### src/rtl/rmw_pkg.sv
package rmw_pkg;

   typedef enum logic [2:0] {
      OP_SHL  = 3'd0,
      OP_SHR  = 3'd1,
      OP_ROTL = 3'd2,
      OP_ROTR = 3'd3,
      OP_INC  = 3'd4,
      OP_DEC  = 3'd5
   } rmw_op_e;

   typedef enum logic [2:0] {
      ST_IDLE  = 3'd0,
      ST_READ  = 3'd1,
      ST_WAIT  = 3'd2,
      ST_WRITE = 3'd3,
      ST_REG   = 3'd4
   } rmw_state_e;

   function automatic logic op_legal(input logic [2:0] code);
      return code <= 3'd5;
   endfunction

endpackage

### src/rtl/rmw_alu.sv
module rmw_alu import rmw_pkg::*; #(
   parameter int DATA_W = 8
) (
   input  logic [2:0]        op_i,
   input  logic [DATA_W-1:0] val_i,
   input  logic              cin_i,
   output logic [DATA_W-1:0] res_o,
   output logic              cout_o,
   output logic              zero_o,
   output logic              neg_o
);

   localparam int MSB = DATA_W - 1;

   if (DATA_W < 2) begin : g_bad_width
      $error("rmw_alu: DATA_W must be at least 2");
   end

   always_comb begin
      res_o  = val_i;
      cout_o = cin_i;
      case (op_i)
         OP_SHL: begin
            res_o  = {val_i[MSB-1:0], 1'b0};
            cout_o = val_i[MSB];
         end
         OP_SHR: begin
            res_o  = {1'b0, val_i[MSB:1]};
            cout_o = val_i[0];
         end
         OP_ROTL: begin
            res_o  = {val_i[MSB-1:0], cin_i};
            cout_o = val_i[MSB];
         end
         OP_ROTR: begin
            res_o  = {cin_i, val_i[MSB:1]};
            cout_o = val_i[0];
         end
         OP_INC: res_o = val_i + DATA_W'(1);
         OP_DEC: res_o = val_i - DATA_W'(1);
         default: begin
            res_o  = val_i;
            cout_o = cin_i;
         end
      endcase
   end

   assign zero_o = (res_o == '0);
   assign neg_o  = res_o[MSB];

endmodule

### src/rtl/rmw_operand_sel.sv
module rmw_operand_sel #(
   parameter int DATA_W  = 8,
   parameter int NUM_IDX = 2,
   localparam int TGT_W  = $clog2(NUM_IDX + 2)
) (
   input  logic [TGT_W-1:0]          tgt_i,
   input  logic [DATA_W-1:0]         acc_i,
   input  logic [NUM_IDX*DATA_W-1:0] idx_i,
   output logic [DATA_W-1:0]         val_o,
   output logic                      is_mem_o,
   output logic                      legal_o
);

   localparam int MEM_CODE = NUM_IDX + 1;

   if (NUM_IDX < 1) begin : g_bad_idx
      $error("rmw_operand_sel: NUM_IDX must be at least 1");
   end

   logic [DATA_W-1:0] regs [NUM_IDX+1];

   assign regs[0] = acc_i;
   for (genvar k = 0; k < NUM_IDX; k++) begin : g_idx
      assign regs[k+1] = idx_i[k*DATA_W +: DATA_W];
   end

   always_comb begin
      val_o = '0;
      for (int k = 0; k <= NUM_IDX; k++) begin
         if (tgt_i == TGT_W'(k)) val_o = regs[k];
      end
   end

   assign is_mem_o = (tgt_i == TGT_W'(MEM_CODE));

   if ((1 << TGT_W) > MEM_CODE + 1) begin : g_sparse_codes
      assign legal_o = (tgt_i <= TGT_W'(MEM_CODE));
   end else begin : g_full_codes
      assign legal_o = 1'b1;
   end

endmodule

### src/rtl/rmw_seq.sv
module rmw_seq import rmw_pkg::*; #(
   parameter int READ_LAT = 1
) (
   input  logic clk,
   input  logic rst_n,
   input  logic go_i,
   input  logic go_mem_i,
   output logic busy_o,
   output logic rd_o,
   output logic cap_o,
   output logic wr_o,
   output logic reg_done_o
);

   if (READ_LAT < 1) begin : g_bad_lat
      $error("rmw_seq: READ_LAT must be at least 1");
   end

   rmw_state_e st_q, st_d;
   logic       last_wait;

   if (READ_LAT == 1) begin : g_lat_one
      assign last_wait = 1'b1;
   end else begin : g_lat_multi
      localparam int CNT_W = $clog2(READ_LAT);
      logic [CNT_W-1:0] cnt_q;
      always_ff @(posedge clk or negedge rst_n) begin
         if (!rst_n)               cnt_q <= '0;
         else if (st_q != ST_WAIT) cnt_q <= '0;
         else                      cnt_q <= cnt_q + CNT_W'(1);
      end
      assign last_wait = (cnt_q == CNT_W'(READ_LAT - 1));
   end

   always_comb begin
      st_d = st_q;
      case (st_q)
         ST_IDLE:  if (go_i) st_d = go_mem_i ? ST_READ : ST_REG;
         ST_READ:  st_d = ST_WAIT;
         ST_WAIT:  if (last_wait) st_d = ST_WRITE;
         ST_WRITE: st_d = ST_IDLE;
         ST_REG:   st_d = ST_IDLE;
         default:  st_d = ST_IDLE;
      endcase
   end

   always_ff @(posedge clk or negedge rst_n) begin
      if (!rst_n) st_q <= ST_IDLE;
      else        st_q <= st_d;
   end

   assign busy_o     = (st_q != ST_IDLE);
   assign rd_o       = (st_q == ST_READ);
   assign cap_o      = (st_q == ST_WAIT) && last_wait;
   assign wr_o       = (st_q == ST_WRITE);
   assign reg_done_o = (st_q == ST_REG);

   // each bus strobe lasts one cycle, and a write follows a capture
   p_rd_single_r6: assert property (@(posedge clk) disable iff (!rst_n)
      rd_o |=> !rd_o);
   p_wr_single_r6: assert property (@(posedge clk) disable iff (!rst_n)
      wr_o |=> !wr_o);
   p_wr_after_cap_r6: assert property (@(posedge clk) disable iff (!rst_n)
      wr_o |-> $past(cap_o));
   p_rd_then_wait_r6: assert property (@(posedge clk) disable iff (!rst_n)
      rd_o |=> (busy_o && !wr_o));

endmodule

### src/rtl/rmw_unit.sv
module rmw_unit import rmw_pkg::*; #(
   parameter int DATA_W   = 8,
   parameter int ADDR_W   = 16,
   parameter int NUM_IDX  = 2,
   parameter int READ_LAT = 1,
   localparam int TGT_W   = $clog2(NUM_IDX + 2)
) (
   input  logic                      clk,
   input  logic                      rst_n,
   input  logic                      start_i,
   input  logic [2:0]                op_i,
   input  logic [TGT_W-1:0]          tgt_i,
   input  logic [ADDR_W-1:0]         addr_i,
   input  logic [DATA_W-1:0]         acc_i,
   input  logic [NUM_IDX*DATA_W-1:0] idx_i,
   input  logic                      carry_i,
   output logic                      busy_o,
   output logic                      done_o,
   output logic [DATA_W-1:0]         res_o,
   output logic                      res_we_o,
   output logic [TGT_W-1:0]          res_tgt_o,
   output logic                      carry_o,
   output logic                      zero_o,
   output logic                      neg_o,
   output logic [ADDR_W-1:0]         mem_addr_o,
   output logic                      mem_rd_o,
   input  logic [DATA_W-1:0]         mem_rdata_i,
   output logic                      mem_wr_o,
   output logic [DATA_W-1:0]         mem_wdata_o
);

   if (ADDR_W < 1) begin : g_bad_addr
      $error("rmw_unit: ADDR_W must be positive");
   end

   logic              tgt_ok, is_mem, accept;
   logic              cap, seq_rd, seq_wr, seq_reg_done;
   logic [DATA_W-1:0] reg_val, opnd_q, alu_res;
   logic [2:0]        op_q;
   logic [TGT_W-1:0]  tgt_q;
   logic [ADDR_W-1:0] addr_q;
   logic              cin_q, alu_c;

   rmw_operand_sel #(.DATA_W(DATA_W), .NUM_IDX(NUM_IDX)) u_sel (
      .tgt_i   (tgt_i),
      .acc_i   (acc_i),
      .idx_i   (idx_i),
      .val_o   (reg_val),
      .is_mem_o(is_mem),
      .legal_o (tgt_ok)
   );

   assign accept = start_i && !busy_o && op_legal(op_i) && tgt_ok;

   rmw_seq #(.READ_LAT(READ_LAT)) u_seq (
      .clk       (clk),
      .rst_n     (rst_n),
      .go_i      (accept),
      .go_mem_i  (is_mem),
      .busy_o    (busy_o),
      .rd_o      (seq_rd),
      .cap_o     (cap),
      .wr_o      (seq_wr),
      .reg_done_o(seq_reg_done)
   );

   always_ff @(posedge clk or negedge rst_n) begin
      if (!rst_n) begin
         op_q   <= '0;
         tgt_q  <= '0;
         addr_q <= '0;
         cin_q  <= 1'b0;
         opnd_q <= '0;
      end else if (accept) begin
         op_q   <= op_i;
         tgt_q  <= tgt_i;
         addr_q <= addr_i;
         cin_q  <= carry_i;
         opnd_q <= reg_val;
      end else if (cap) begin
         opnd_q <= mem_rdata_i;
      end
   end

   rmw_alu #(.DATA_W(DATA_W)) u_alu (
      .op_i  (op_q),
      .val_i (opnd_q),
      .cin_i (cin_q),
      .res_o (alu_res),
      .cout_o(alu_c),
      .zero_o(zero_o),
      .neg_o (neg_o)
   );

   assign res_o       = alu_res;
   assign carry_o     = alu_c;
   assign mem_wdata_o = alu_res;
   assign mem_addr_o  = addr_q;
   assign mem_rd_o    = seq_rd;
   assign mem_wr_o    = seq_wr;
   assign res_we_o    = seq_reg_done;
   assign res_tgt_o   = tgt_q;
   assign done_o      = seq_wr | seq_reg_done;

   // counting operations hand the sampled carry back unchanged
   p_carry_keep_r4: assert property (@(posedge clk) disable iff (!rst_n)
      (done_o && (op_q == OP_INC || op_q == OP_DEC)) |-> (carry_o == cin_q));
   // a result cannot be both zero and negative
   p_nz_exclusive_r5: assert property (@(posedge clk) disable iff (!rst_n)
      done_o |-> !(zero_o && neg_o));
   // the bus address holds for the whole operation
   p_addr_hold_r6: assert property (@(posedge clk) disable iff (!rst_n)
      (busy_o && $past(busy_o)) |-> $stable(mem_addr_o));
   // completion returns the unit to idle; idle means a quiet bus
   p_done_ends_busy_r7: assert property (@(posedge clk) disable iff (!rst_n)
      done_o |=> !busy_o);
   p_idle_quiet_r7: assert property (@(posedge clk) disable iff (!rst_n)
      !busy_o |-> (!mem_rd_o && !mem_wr_o && !done_o));
   // an unused operation code never starts a sequence
   p_bad_op_ignored_r8: assert property (@(posedge clk) disable iff (!rst_n)
      (!busy_o && start_i && !op_legal(op_i)) |=> !busy_o);
   // register write-back and memory strobes exclude each other
   p_regwe_nomem_r9: assert property (@(posedge clk) disable iff (!rst_n)
      res_we_o |-> (!mem_wr_o && !mem_rd_o));

endmodule

### config.mk
export PLATFORM = sky130hd
export DESIGN_NAME = rmw_unit
export DESIGN_NICKNAME = d
export VERILOG_FILES = /design/src/rtl/rmw_pkg.sv /design/src/rtl/rmw_alu.sv /design/src/rtl/rmw_operand_sel.sv /design/src/rtl/rmw_seq.sv /design/src/rtl/rmw_unit.sv
export SDC_FILE = /design/constraint.sdc
export NUM_CORES = 1
export LEC_CHECK = 0
export BUFFER_PORTS_ARGS = -buffer_cell sky130_fd_sc_hd__buf_2
export CAP_MARGIN = 20
export CORE_ASPECT_RATIO = 0.5
export CORE_MARGIN = 5
export CORE_UTILIZATION = 48
export DETAILED_ROUTE_END_ITERATION = 10
export GPL_TIMING_DRIVEN = 0
export PLACE_DENSITY_LB_ADDON = 0.15
export SETUP_SLACK_MARGIN = 0.1
export SLEW_MARGIN = 5
export SYNTH_ARGS = -nofsm -noshare
export SYNTH_HDL_FRONTEND = slang
export SYNTH_SLANG_ARGS = --single-unit
export TNS_END_PERCENT = 100
### constraint.sdc
create_clock -name clk -period 3.9 [get_ports clk]
set_input_delay 0.78 -clock clk [delete_from_list [all_inputs] [get_ports clk]]
set_output_delay 0.78 -clock clk [all_outputs]
set_load 0.01 [all_outputs]
---- Word level (Yosys, flattened, before mapping) ----
Cells that the tools add are included.
W data, S select, Z words.
storage, ports and cells
  word-level logic and storage cells ...... 44
  bits of input ports ..................... 57
  flip-flop bits (word level) ............. 33
operators by class
  bitwise logic cells ..................... 1
  reduce and logical (&&, ||, !) cells .... 11
  muxes and demuxes ....................... 10
  $add $sub $neg .......................... 2
  equality and inequality tests ........... 13
  magnitude comparators ................... 1
operators with widths
  cell                   number
  $pmux W8 S6            1
  $mux W8                5
  $eq A3 B2 Y1 const B   4
  $eq A3 B3 Y1 const B   3
  $pmux W3 S3            1
  $add A8 B1 Y8 const B  1
  $logic_not A8 Y1       1
  $sub A8 B1 Y8 const B  1
  $eq A3 B1 Y1 const B   2
  $logic_not A3 Y1       2
  $mux W3                2
  $eq A2 B2 Y1 const B   2
  $reduce_or A2 Y1       2
  $le A3 B3 Y1 const B   1
  $reduce_bool A3 Y1     1
  $eq A2 B1 Y1 const B   1
  $logic_and A1 B1 Y1    2
  $logic_not A2 Y1       1
  $ne A2 B2 Y1 const B   1
  $pmux W1 S2            1
  $reduce_bool A2 Y1     1
  $logic_not A1 Y1       1
  $or A1 B1 Y1           1

---- Longest topological paths before layout ----
Gate-level depths: netlist of run 1.
  depth after elaboration ................. 6
  depth in mapped cells ................... 10
  gate-level depth less buffers ........... 9

---- Hierarchy ----
A second synthesis of run 1 with hierarchy kept.
unflattened totals
  cells, all modules ...................... 227
  area total of the unflattened synthesis .. 2439.8 sq um
modules (own cells, without submodules)
  module           area each (sq um)  cells each  times used  sequential area each (sq um)
  rmw_unit         1343.8             86          1           750.7
  rmw_alu          721.9              105         1           0.0
  rmw_operand_sel  220.2              23          1           0.0
  rmw_seq          153.9              13          1           75.1

---- Least setup slack after synthesis of run 1 ----
OpenSTA, ideal clock, no wires.
  path kind ............................... register -> output
  start ................................... register op_q[1]
  end ..................................... output port zero_o
  stages on the path, launching flop included .. 11
  slack ................................... 0.661 ns
  data arrival time ....................... 2.459 ns
  path through ............................ dfrtp_1 -> buf_2 -> nand3b_1 -> xnor2_1 -> ha_1 -> nor4b_1 -> a21oi_1 -> xor2_1 -> a21oi_1 -> or4_1 -> nor4_2
on the way
  cells in the longest elaborated chain, start to end .. 3
  elaborated cells on any way between the ends .. 8
  those cells by class .................... 5 x eq/ne; 1 x mux; 2 x reduce/logical
RTL lines
  what                                  RTL line        RTL
  from (decl)                           rmw_unit.sv:39  logic [2:0] op_q;
  from (signal assigned)                rmw_unit.sv:75  op_q <= op_i;
  $eq A3 B3 Y1 (tied with other cells)  rmw_alu.sv:22   case (op_i)
  $pmux W8 S6 *                         rmw_alu.sv:22
  via mem_wdata_o[2]                    rmw_unit.sv:29  output logic [DATA_W-1:0] mem_wdata_o
  $logic_not A8 Y1 *                    rmw_alu.sv:48   assign zero_o = (res_o == '0);
  to (decl)                             rmw_unit.sv:23  output logic zero_o,
Mark *: on every way through the listed nets, which the timed path passes. The rest lies on a longest branch.

---- Final worst setup path of run 1 ----
  start ................................... register op_q[1]
  end ..................................... output port zero_o
on the way
  cells in the longest elaborated chain, start to end .. 3
  elaborated cells on any way between the ends .. 8
  those cells by class .................... 5 x eq/ne; 1 x mux; 2 x reduce/logical
RTL lines
  what                                  RTL line
  $eq A3 B3 Y1 (tied with other cells)  rmw_alu.sv:22
  $pmux W8 S6 *                         rmw_alu.sv:22
  $logic_not A8 Y1 *                    rmw_alu.sv:48
Mark *: on every way between the ends. The rest lies on a longest branch, timed or not.

==> results of run 1 <==
-- sequential cells by signal, summed over array words and instances, names as in the netlist --
signal and count:
cin_q 1, mem_addr_o 16, op_q 3, opnd_q 8, res_tgt_o 2, u_seq.st_q 3
-- synthesized netlist by cell type (2+ instances only) --
cell	count
mux2i_1	14
mux2_2	21
buf_2	11
a211oi_1	4
nand4_1	3
nor2_1	13
xnor2_1	6
a222oi_1	5
a22oi_1	4
nor4b_1	2
inv_1	8
dfrtp_1	33
nand2_1	18
o21ai_0	13
xor2_1	4
a31oi_1	4
o21ai_1	4
or3_1	2
and2_1	2
nand3b_1	5
clkbuf_1	5
ha_1	2
a21oi_1	13
or2_2	3
buf_4	11
nor2b_1	4
nor3b_1	3
-- kinds of logic after synthesis --
logic type,Yosys count
XOR/XNOR,10
adder cells (fa/ha/maj),2
AND/OR/NAND/NOR,65
buffers and inverters,36
AO/OA/AOI/OAI,54
multiplexers,35
flip-flops,33
-- repair_timing --
item / CTS / global route
setup endpoints to repair: 0 / 1
buffers inserted: 0 / 1
resized for setup: 0 / 2
-- final cells by class --
| class | instances | area share |
|---|---|---|
| multi-input cells | 166 | 0.420 |
| flip-flops and latches | 33 | 0.284 |
| repair buffers | 99 | 0.171 |
| plain buffers | 28 | 0.0551 |
| clock buffers | 7 | 0.0331 |
| well taps | 57 | 0.0245 |
| inverters | 8 | 0.0103 |
| clock inverters | 1 | 0.00172 |
-- layer usage --
layer / routed length [um] / track usage / up-vias
met5: 0 / 0 / -
met4: 97 / 0.0683 / 0
met3: 661 / 0.0823 / 11
met2: 2620 / 0.317 / 80
met1: 2490 / 0.225 / 986
li1: - / - / 1057
-- stage by stage --
step | util | cell area, um^2
2_1_floorplan | - | 2230
3_3_place_gp | 0.627 | 2790
3_5_place_dp | 0.627 | 2790
4_1_cts | 0.650 | 2890
5_1_grt | 0.654 | 2910
6_report | 0.654 | 2910
-- worst reg2reg max path: stages, from the launching register on --
cell and delay, ps:
dfrtp_1 440, nor2_1 200, nand3b_1 140, a21oi_1 300, o21ai_1 240, a222oi_1 420
inv_1 70
-- how the worst min path moves through the flow --
stage | start | end | slack, ps | cells after the start
5_1_grt | mem_addr_o[1]$_DFFE_PN0P_ | mem_addr_o[1]$_DFFE_PN0P_ | 510 | 1
6_report | mem_addr_o[1]$_DFFE_PN0P_ | mem_addr_o[1]$_DFFE_PN0P_ | 500 | 1
3_5_place_dp | mem_addr_o[11]$_DFFE_PN0P_ | mem_addr_o[11]$_DFFE_PN0P_ | 490 | 1
3_3_place_gp | mem_addr_o[12]$_DFFE_PN0P_ | mem_addr_o[12]$_DFFE_PN0P_ | 480 | 1
4_1_cts | mem_addr_o[1]$_DFFE_PN0P_ | mem_addr_o[1]$_DFFE_PN0P_ | 510 | 1
2_1_floorplan | u_seq.st_q[2]$_DFFE_PN0P_ | u_seq.st_q[1]$_DFFE_PN0P_ | 470 | 1
-- power groups by stage --
stage | Sequential (W) | Combinational [W] | Clock, W
floorplan | 0.000656 | 0.00119 | 0
global placement | 0.000623 | 0.00174 | 0
detailed placement | 0.000629 | 0.00177 | 0
CTS | 0.000625 | 0.00177 | 0.000284
global route | 0.000652 | 0.00194 | 0.000305
finish | 0.000627 | 0.00177 | 0.000278
==> results.txt, run 1 <==
Seq cells post-synth -> 33
1st-iter DRT viols -> 93
Critical Path Sink Type -> primary output
post-route clock period utilization -> 0.910
Starting Density -> 0.501
# setup viols final -> 0
ys async rst share -> 1.00
drt pass-1 iters -> 4
most area-consuming cells after synthesis -> dfrtp_1 (37%), mux2_2 (11%), mux2i_1 (6.3%)
Worst Setup Start Kind -> register
RR Endpoint -> opnd_q[0]$_DFFE_PN0P_
syn avg cell area -> 9.48 um^2
delay-heaviest family, CP -> simple AND/OR/NAND/NOR gates
Die Height -> 58.2 um
CTS tree -> built
Clk network pwr share -> 0.104
outcome -> complete, no violations
crit path max fanout -> 7
sequential share of the synthesized area -> 0.371
Worst-path clk slew -> 60 ps
Max VDD drop -> 0.482 mV
final instance count without filler cells -> 399
Slew Viols, Final -> 0
Top Ports -> 99
fraction of the mapped netlist area in adder cells -> 0.0112
multi-input logic area -> 0.00122 mm^2
Flop pwr share -> 0.234
first-pass GRT wire length -> 9580 um
Cells after Synth -> 235
RR Startpoint -> u_seq.st_q[0]$_DFFE_PN0P_
Fill cells -> 395
Inst Count DP -> 390
Final Hold Fails -> 0
hpwl dp -> 4660 um
Total GRT Usage -> 0.191
max frequency -> 282 MHz
area grow syn2layout -> 30.5%
Critical Path, Cell by Cell -> buf_2, nand3b_1, xnor2_1, ha_2, nor4b_2, a21oi_1, xor2_1, a21oi_1, or4_1, nor4_2, buf_2
CP max stage delay -> 550 ps
post-route ant nets -> 0
Buf+Inv Stages, Crit Path -> 2
Hold Path Class -> register to register
final worst setup slack -> 351 ps
post-synthesis mux area share -> 0.169
CTS Buffer Depth -> 2
later-pin clock latency in the skew report -> 280 ps
via count -> 2134
initial antenna violation count -> 0
slowest stage cell, crit path -> or4_1
worst reg-to-reg path cell count -> 6
top-area cell type share of the netlist area -> 0.371
I/O Buffers -> 98
Synth Flop Type -> dfrtp_1
Synth area leader -> dfrtp_1
most common cell after layout, fill and taps aside -> buf_2
number of clock sinks -> 33
WS Path Type -> register to primary output
Sw Share -> 0.436
Gate power share -> 0.662
post-synthesis compound-gate area fraction -> 0.158
DR vias/cell -> 5.35
GPL Wtd Cong -> 0.875
EDFF count, synth -> 0
Die ar. -> 0.00618 mm^2
Clock Tree Root -> clkbuf_8
number of buffers inserted during clock tree synthesis -> 5
largest family of logic cells by synthesized area -> multiplexers
CP Launch Point -> op_q[1]$_DFFE_PN0P_
Critical Path AT -> 2770 ps
Switch Pwr -> 0.00117 W
Pwr Density -> 920 mW/mm^2
setup_tns -> 0 ps
RSZ-0062 raised after global routing -> no
nets@finish -> 400
Critical Path RT -> 3120 ps
Synth Area in Simple Gates -> 0.166
Power Total -> 0.00268 W
vias in the first global route -> 2121
Wirelength per Cell -> 14.7 um
Post-Synth XOR/XNOR Area -> 0.0393
row count -> 17
DRC viols -> 0
Slew @ Worst Pin -> 710 ps
Leakage -> 1.43 nW
Yosys warning count -> 0
final wirelength -> 5870 um
post-synthesis cell area -> 0.00223 mm^2
Stages on worst setup path -> 11
CORE AREA -> 0.00445 mm^2
clk_skew -> 7.79 ps
relative slew slack -> 0.527
FF/Latch Area -> 826 um^2
Place WS -> 461 ps
Worst Setup EP -> zero_o
Die X-Extent -> 106 um
gr ovfl total -> 0
Synth Net Count -> 294
largest net degree at the start of global routing -> 34
number of max-cap violations -> 0
most frequent cells in the layout -> buf_2 (109), dfrtp_1 (33), mux2_2 (21), nand2_1 (18), mux2i_1 (14)
CTS Hold Buffers Added -> 0
fin crit period -> 3550 ps
synth unique cells -> 45
Cell Int Power -> 0.00151 W
share of layout cells above drive strength 1 -> 0.465
Antenna Cells -> 0
R2R setup slack -> 1970 ps
CTS H-tree lvls -> 2
worst hold margin -> 504 ps
(Power assumes the default switching activity.)
==> run 2: changes to the inputs <==
--- a/config.mk
+++ b/config.mk
@@ -12,7 +12,7 @@
 export CORE_UTILIZATION = 48
 export DETAILED_ROUTE_END_ITERATION = 10
 export GPL_TIMING_DRIVEN = 0
-export PLACE_DENSITY_LB_ADDON = 0.15
+export PLACE_DENSITY = 0.8
 export SETUP_SLACK_MARGIN = 0.1
 export SLEW_MARGIN = 5
 export SYNTH_ARGS = -nofsm -noshare
==> constraint.sdc (replaced) <==
create_clock -name clk -period 3.9 [get_ports clk]
set_input_delay 0.195 -clock clk [delete_from_list [all_inputs] [get_ports clk]]
set_output_delay 0.195 -clock clk [all_outputs]
set_load 0.01 [all_outputs]
==> results.txt, run 2 (synthesized netlist as in run 1, its figures left out) <==
# setup viols final -> 0 (unchanged)
Total GRT Usage -> 0.196 (+0.00436)
Worst Setup Start Kind -> register
hold endpoint -> opnd_q[6]$_DFFE_PN0P_
Leakage -> 1.43 nW (about the same)
fin crit period -> 3200 ps (-353 ps)
worst reg-to-reg path cell count -> 6 (unchanged)
Critical Path RT -> 3700 ps (+580 ps)
final instance count without filler cells -> 398 (-0.25%)
CTS tree -> built
DR vias/cell -> 5.34 (about the same)
CTS H-tree lvls -> 2 (unchanged)
vias in the first global route -> 2208 (+4.1%)
met3 usage -> 0.0400 (-0.0423)
number of buffers inserted during clock tree synthesis -> 5 (unchanged)
Clock Tree Root -> clkbuf_8
nets@finish -> 400 (unchanged)
Clk network pwr share -> 0.112 (+0.008)
met1 Track Usage GR -> 0.222 (-0.00275)
initial antenna violation count -> 0 (unchanged)
clk_skew -> 5.16 ps (-2.63 ps)
Slew Viols, Final -> 0 (unchanged)
RSZ-0062 raised after global routing -> no
slowest stage cell, crit path -> or4_1
Die ar. -> 0.00618 mm^2 (unchanged)
multi-input logic area -> 0.00121 mm^2 (-0.72%)
Buf+Inv Stages, Crit Path -> 2 (unchanged)
Fill cells -> 387 (-2.0%)
Worst-path clk slew -> 60 ps (about the same)
1st-iter DRT viols -> 80 (-14%)
number of clock sinks -> 33 (unchanged)
I/O Buffers -> 98 (unchanged)
worst hold path stage count -> 3 (+2)
share of layout cells above drive strength 1 -> 0.455 (-0.0104)
RR Endpoint -> opnd_q[2]$_DFFE_PN0P_
drt pass-1 iters -> 4 (unchanged)
met2 Usage GRT -> 0.374 (+0.0567)
hpwl dp -> 4730 um (+1.5%)
Power Total -> 0.00269 W (+0.70%)
Die X-Extent -> 106 um (unchanged)
Wirelength per Cell -> 15.0 um (+1.9%)
max frequency -> 313 MHz (+11%)
setup_tns -> 0 ps (unchanged)
first-pass GRT wire length -> 9890 um (+3.2%)
CTS Buffer Depth -> 2 (unchanged)
later-pin clock latency in the skew report -> 280 ps (about the same)
CORE AREA -> 0.00445 mm^2 (unchanged)
via count -> 2127 (-0.33%)
R2R setup slack -> 1930 ps (-40 ps)
post-route clock period utilization -> 0.819 (-0.0906)
Pwr Density -> 928 mW/mm^2 (+0.83%)
most frequent cells in the layout -> buf_2 (109), dfrtp_1 (33), mux2_2 (21), nand2_1 (18), mux2i_1 (14)
max reg flops -> 16 (unchanged)
gr busiest metal -> met2
area grow syn2layout -> 30.3%
Flop pwr share -> 0.231 (-0.003)
most common cell after layout, fill and taps aside -> buf_2
Critical Path Sink Type -> primary output
RR Startpoint -> u_seq.st_q[0]$_DFFE_PN0P_
WS Path Type -> register to primary output
Sw Share -> 0.433 (-0.00286)
CP max stage delay -> 550 ps (about the same)
relative slew slack -> 0.527 (about the same)
Hold Path Class -> input port to register
Hold Startpoint -> mem_rdata_i[6]
Antenna Cells -> 0 (unchanged)
number of max-cap violations -> 0 (unchanged)
crit path max fanout -> 7 (unchanged)
Switch Pwr -> 0.00117 W (about the same)
delay-heaviest family, CP -> simple AND/OR/NAND/NOR gates
GPL Wtd Cong -> 0.877 (+0.23%)
FF/Latch Area -> 826 um^2 (unchanged)
row count -> 17 (unchanged)
Starting Density -> 0.501 (unchanged)
final core utilization -> 0.653 (-0.000845)
Critical Path, Cell by Cell -> buf_2, nand3b_1, xnor2_1, ha_1, nor4b_1, a21oi_1, xor2_1, a21oi_1, or4_1, nor4_2, buf_2
post-route ant nets -> 0 (unchanged)
Inst Count DP -> 390 (unchanged)
DRC viols -> 0 (unchanged)
Max VDD drop -> 0.397 mV (-17%)
Stages on worst setup path -> 11 (unchanged)
largest net degree at the start of global routing -> 34 (unchanged)
Die Height -> 58.2 um (unchanged)
Top Ports -> 99 (unchanged)
final wirelength -> 5970 um (+1.6%)
Critical Path AT -> 3000 ps (+230 ps)
gr ovfl total -> 0 (unchanged)
Cell Int Power -> 0.00153 W (+1.2%)
Final Hold Fails -> 0 (unchanged)
outcome -> complete, no violations
Gate power share -> 0.656 (-0.006)
Slew @ Worst Pin -> 710 ps (+0.620 ps)
==> run 2: cell types whose count changed in the layout (fill, tap and decap cells not counted) <==
cell	change
ha_1	+1
nor4b_2	-1
bufinv_16	+1
clkbuf_8	-2
dlygate4sd3_1	+1
ha_2	-1
buf_4	-1
nor4b_1	+1
==> run 2: area by class of cell <==
class | instances | share of cell area
Clock inverter | 2 | 0.0121
Timing Repair Buffer | 99 | 0.172
Multi-Input combinational cell | 166 | 0.417
Buffer | 28 | 0.0552
Inverter | 8 | 0.0103
Sequential cell | 33 | 0.284
Clock buffer | 5 | 0.0237
Tap cell | 57 | 0.0246
==> run 2: worst max-delay path by stage <==
stage,from,end
after global routing,op_q[1]$_DFFE_PN0P_,zero_o
after global placement,op_q[1]$_DFFE_PN0P_,zero_o
after CTS,op_q[1]$_DFFE_PN0P_,zero_o
final,op_q[1]$_DFFE_PN0P_,zero_o
after floorplan,op_q[1]$_DFFE_PN0P_,zero_o
after detailed placement,op_q[1]$_DFFE_PN0P_,zero_o
==> run 2: per-layer routing <==
metal | vias up | wire length [um]
li1 | 1046 | -
met2 | 58 | 3190
met5 | - | 0
met3 | 9 | 292
met4 | 0 | 84
met1 | 1014 | 2400
==> run 2: per-stage QoR <==
stage                     hold slack [ps]  area, um^2  setup slack (ps)
after floorplan                      -101        2230              1250
after global placement                279        2790              1070
after detailed placement              294        2790              1030
after CTS                             124        2900               700
after global routing                  134        2900               525
final                                 126        2900               704
==> run 2: power by group through the flow <==
stage          logic [W]  registers, W  clock network, W
2_1_floorplan    0.00119      0.000656                 0
3_3_place_gp     0.00173      0.000618                 0
3_5_place_dp     0.00177      0.000628                 0
4_1_cts          0.00178      0.000623          0.000308
5_1_grt          0.00194      0.000648          0.000328
6_report         0.00177      0.000623          0.000303
==> run 2: worst min-delay path: cells and delay by family <==
family	cells	cell delay, ps
buffers and inverters	2	120
AOI/OAI and AO/OA	1	50
==> run 2: what timing repair did <==
action,CTS,global route
setup buffers,0,0
resized for setup,0,0
endpoints found under the setup margin,0,0
hold buffers,1,0
hold endpoints to repair,26,0
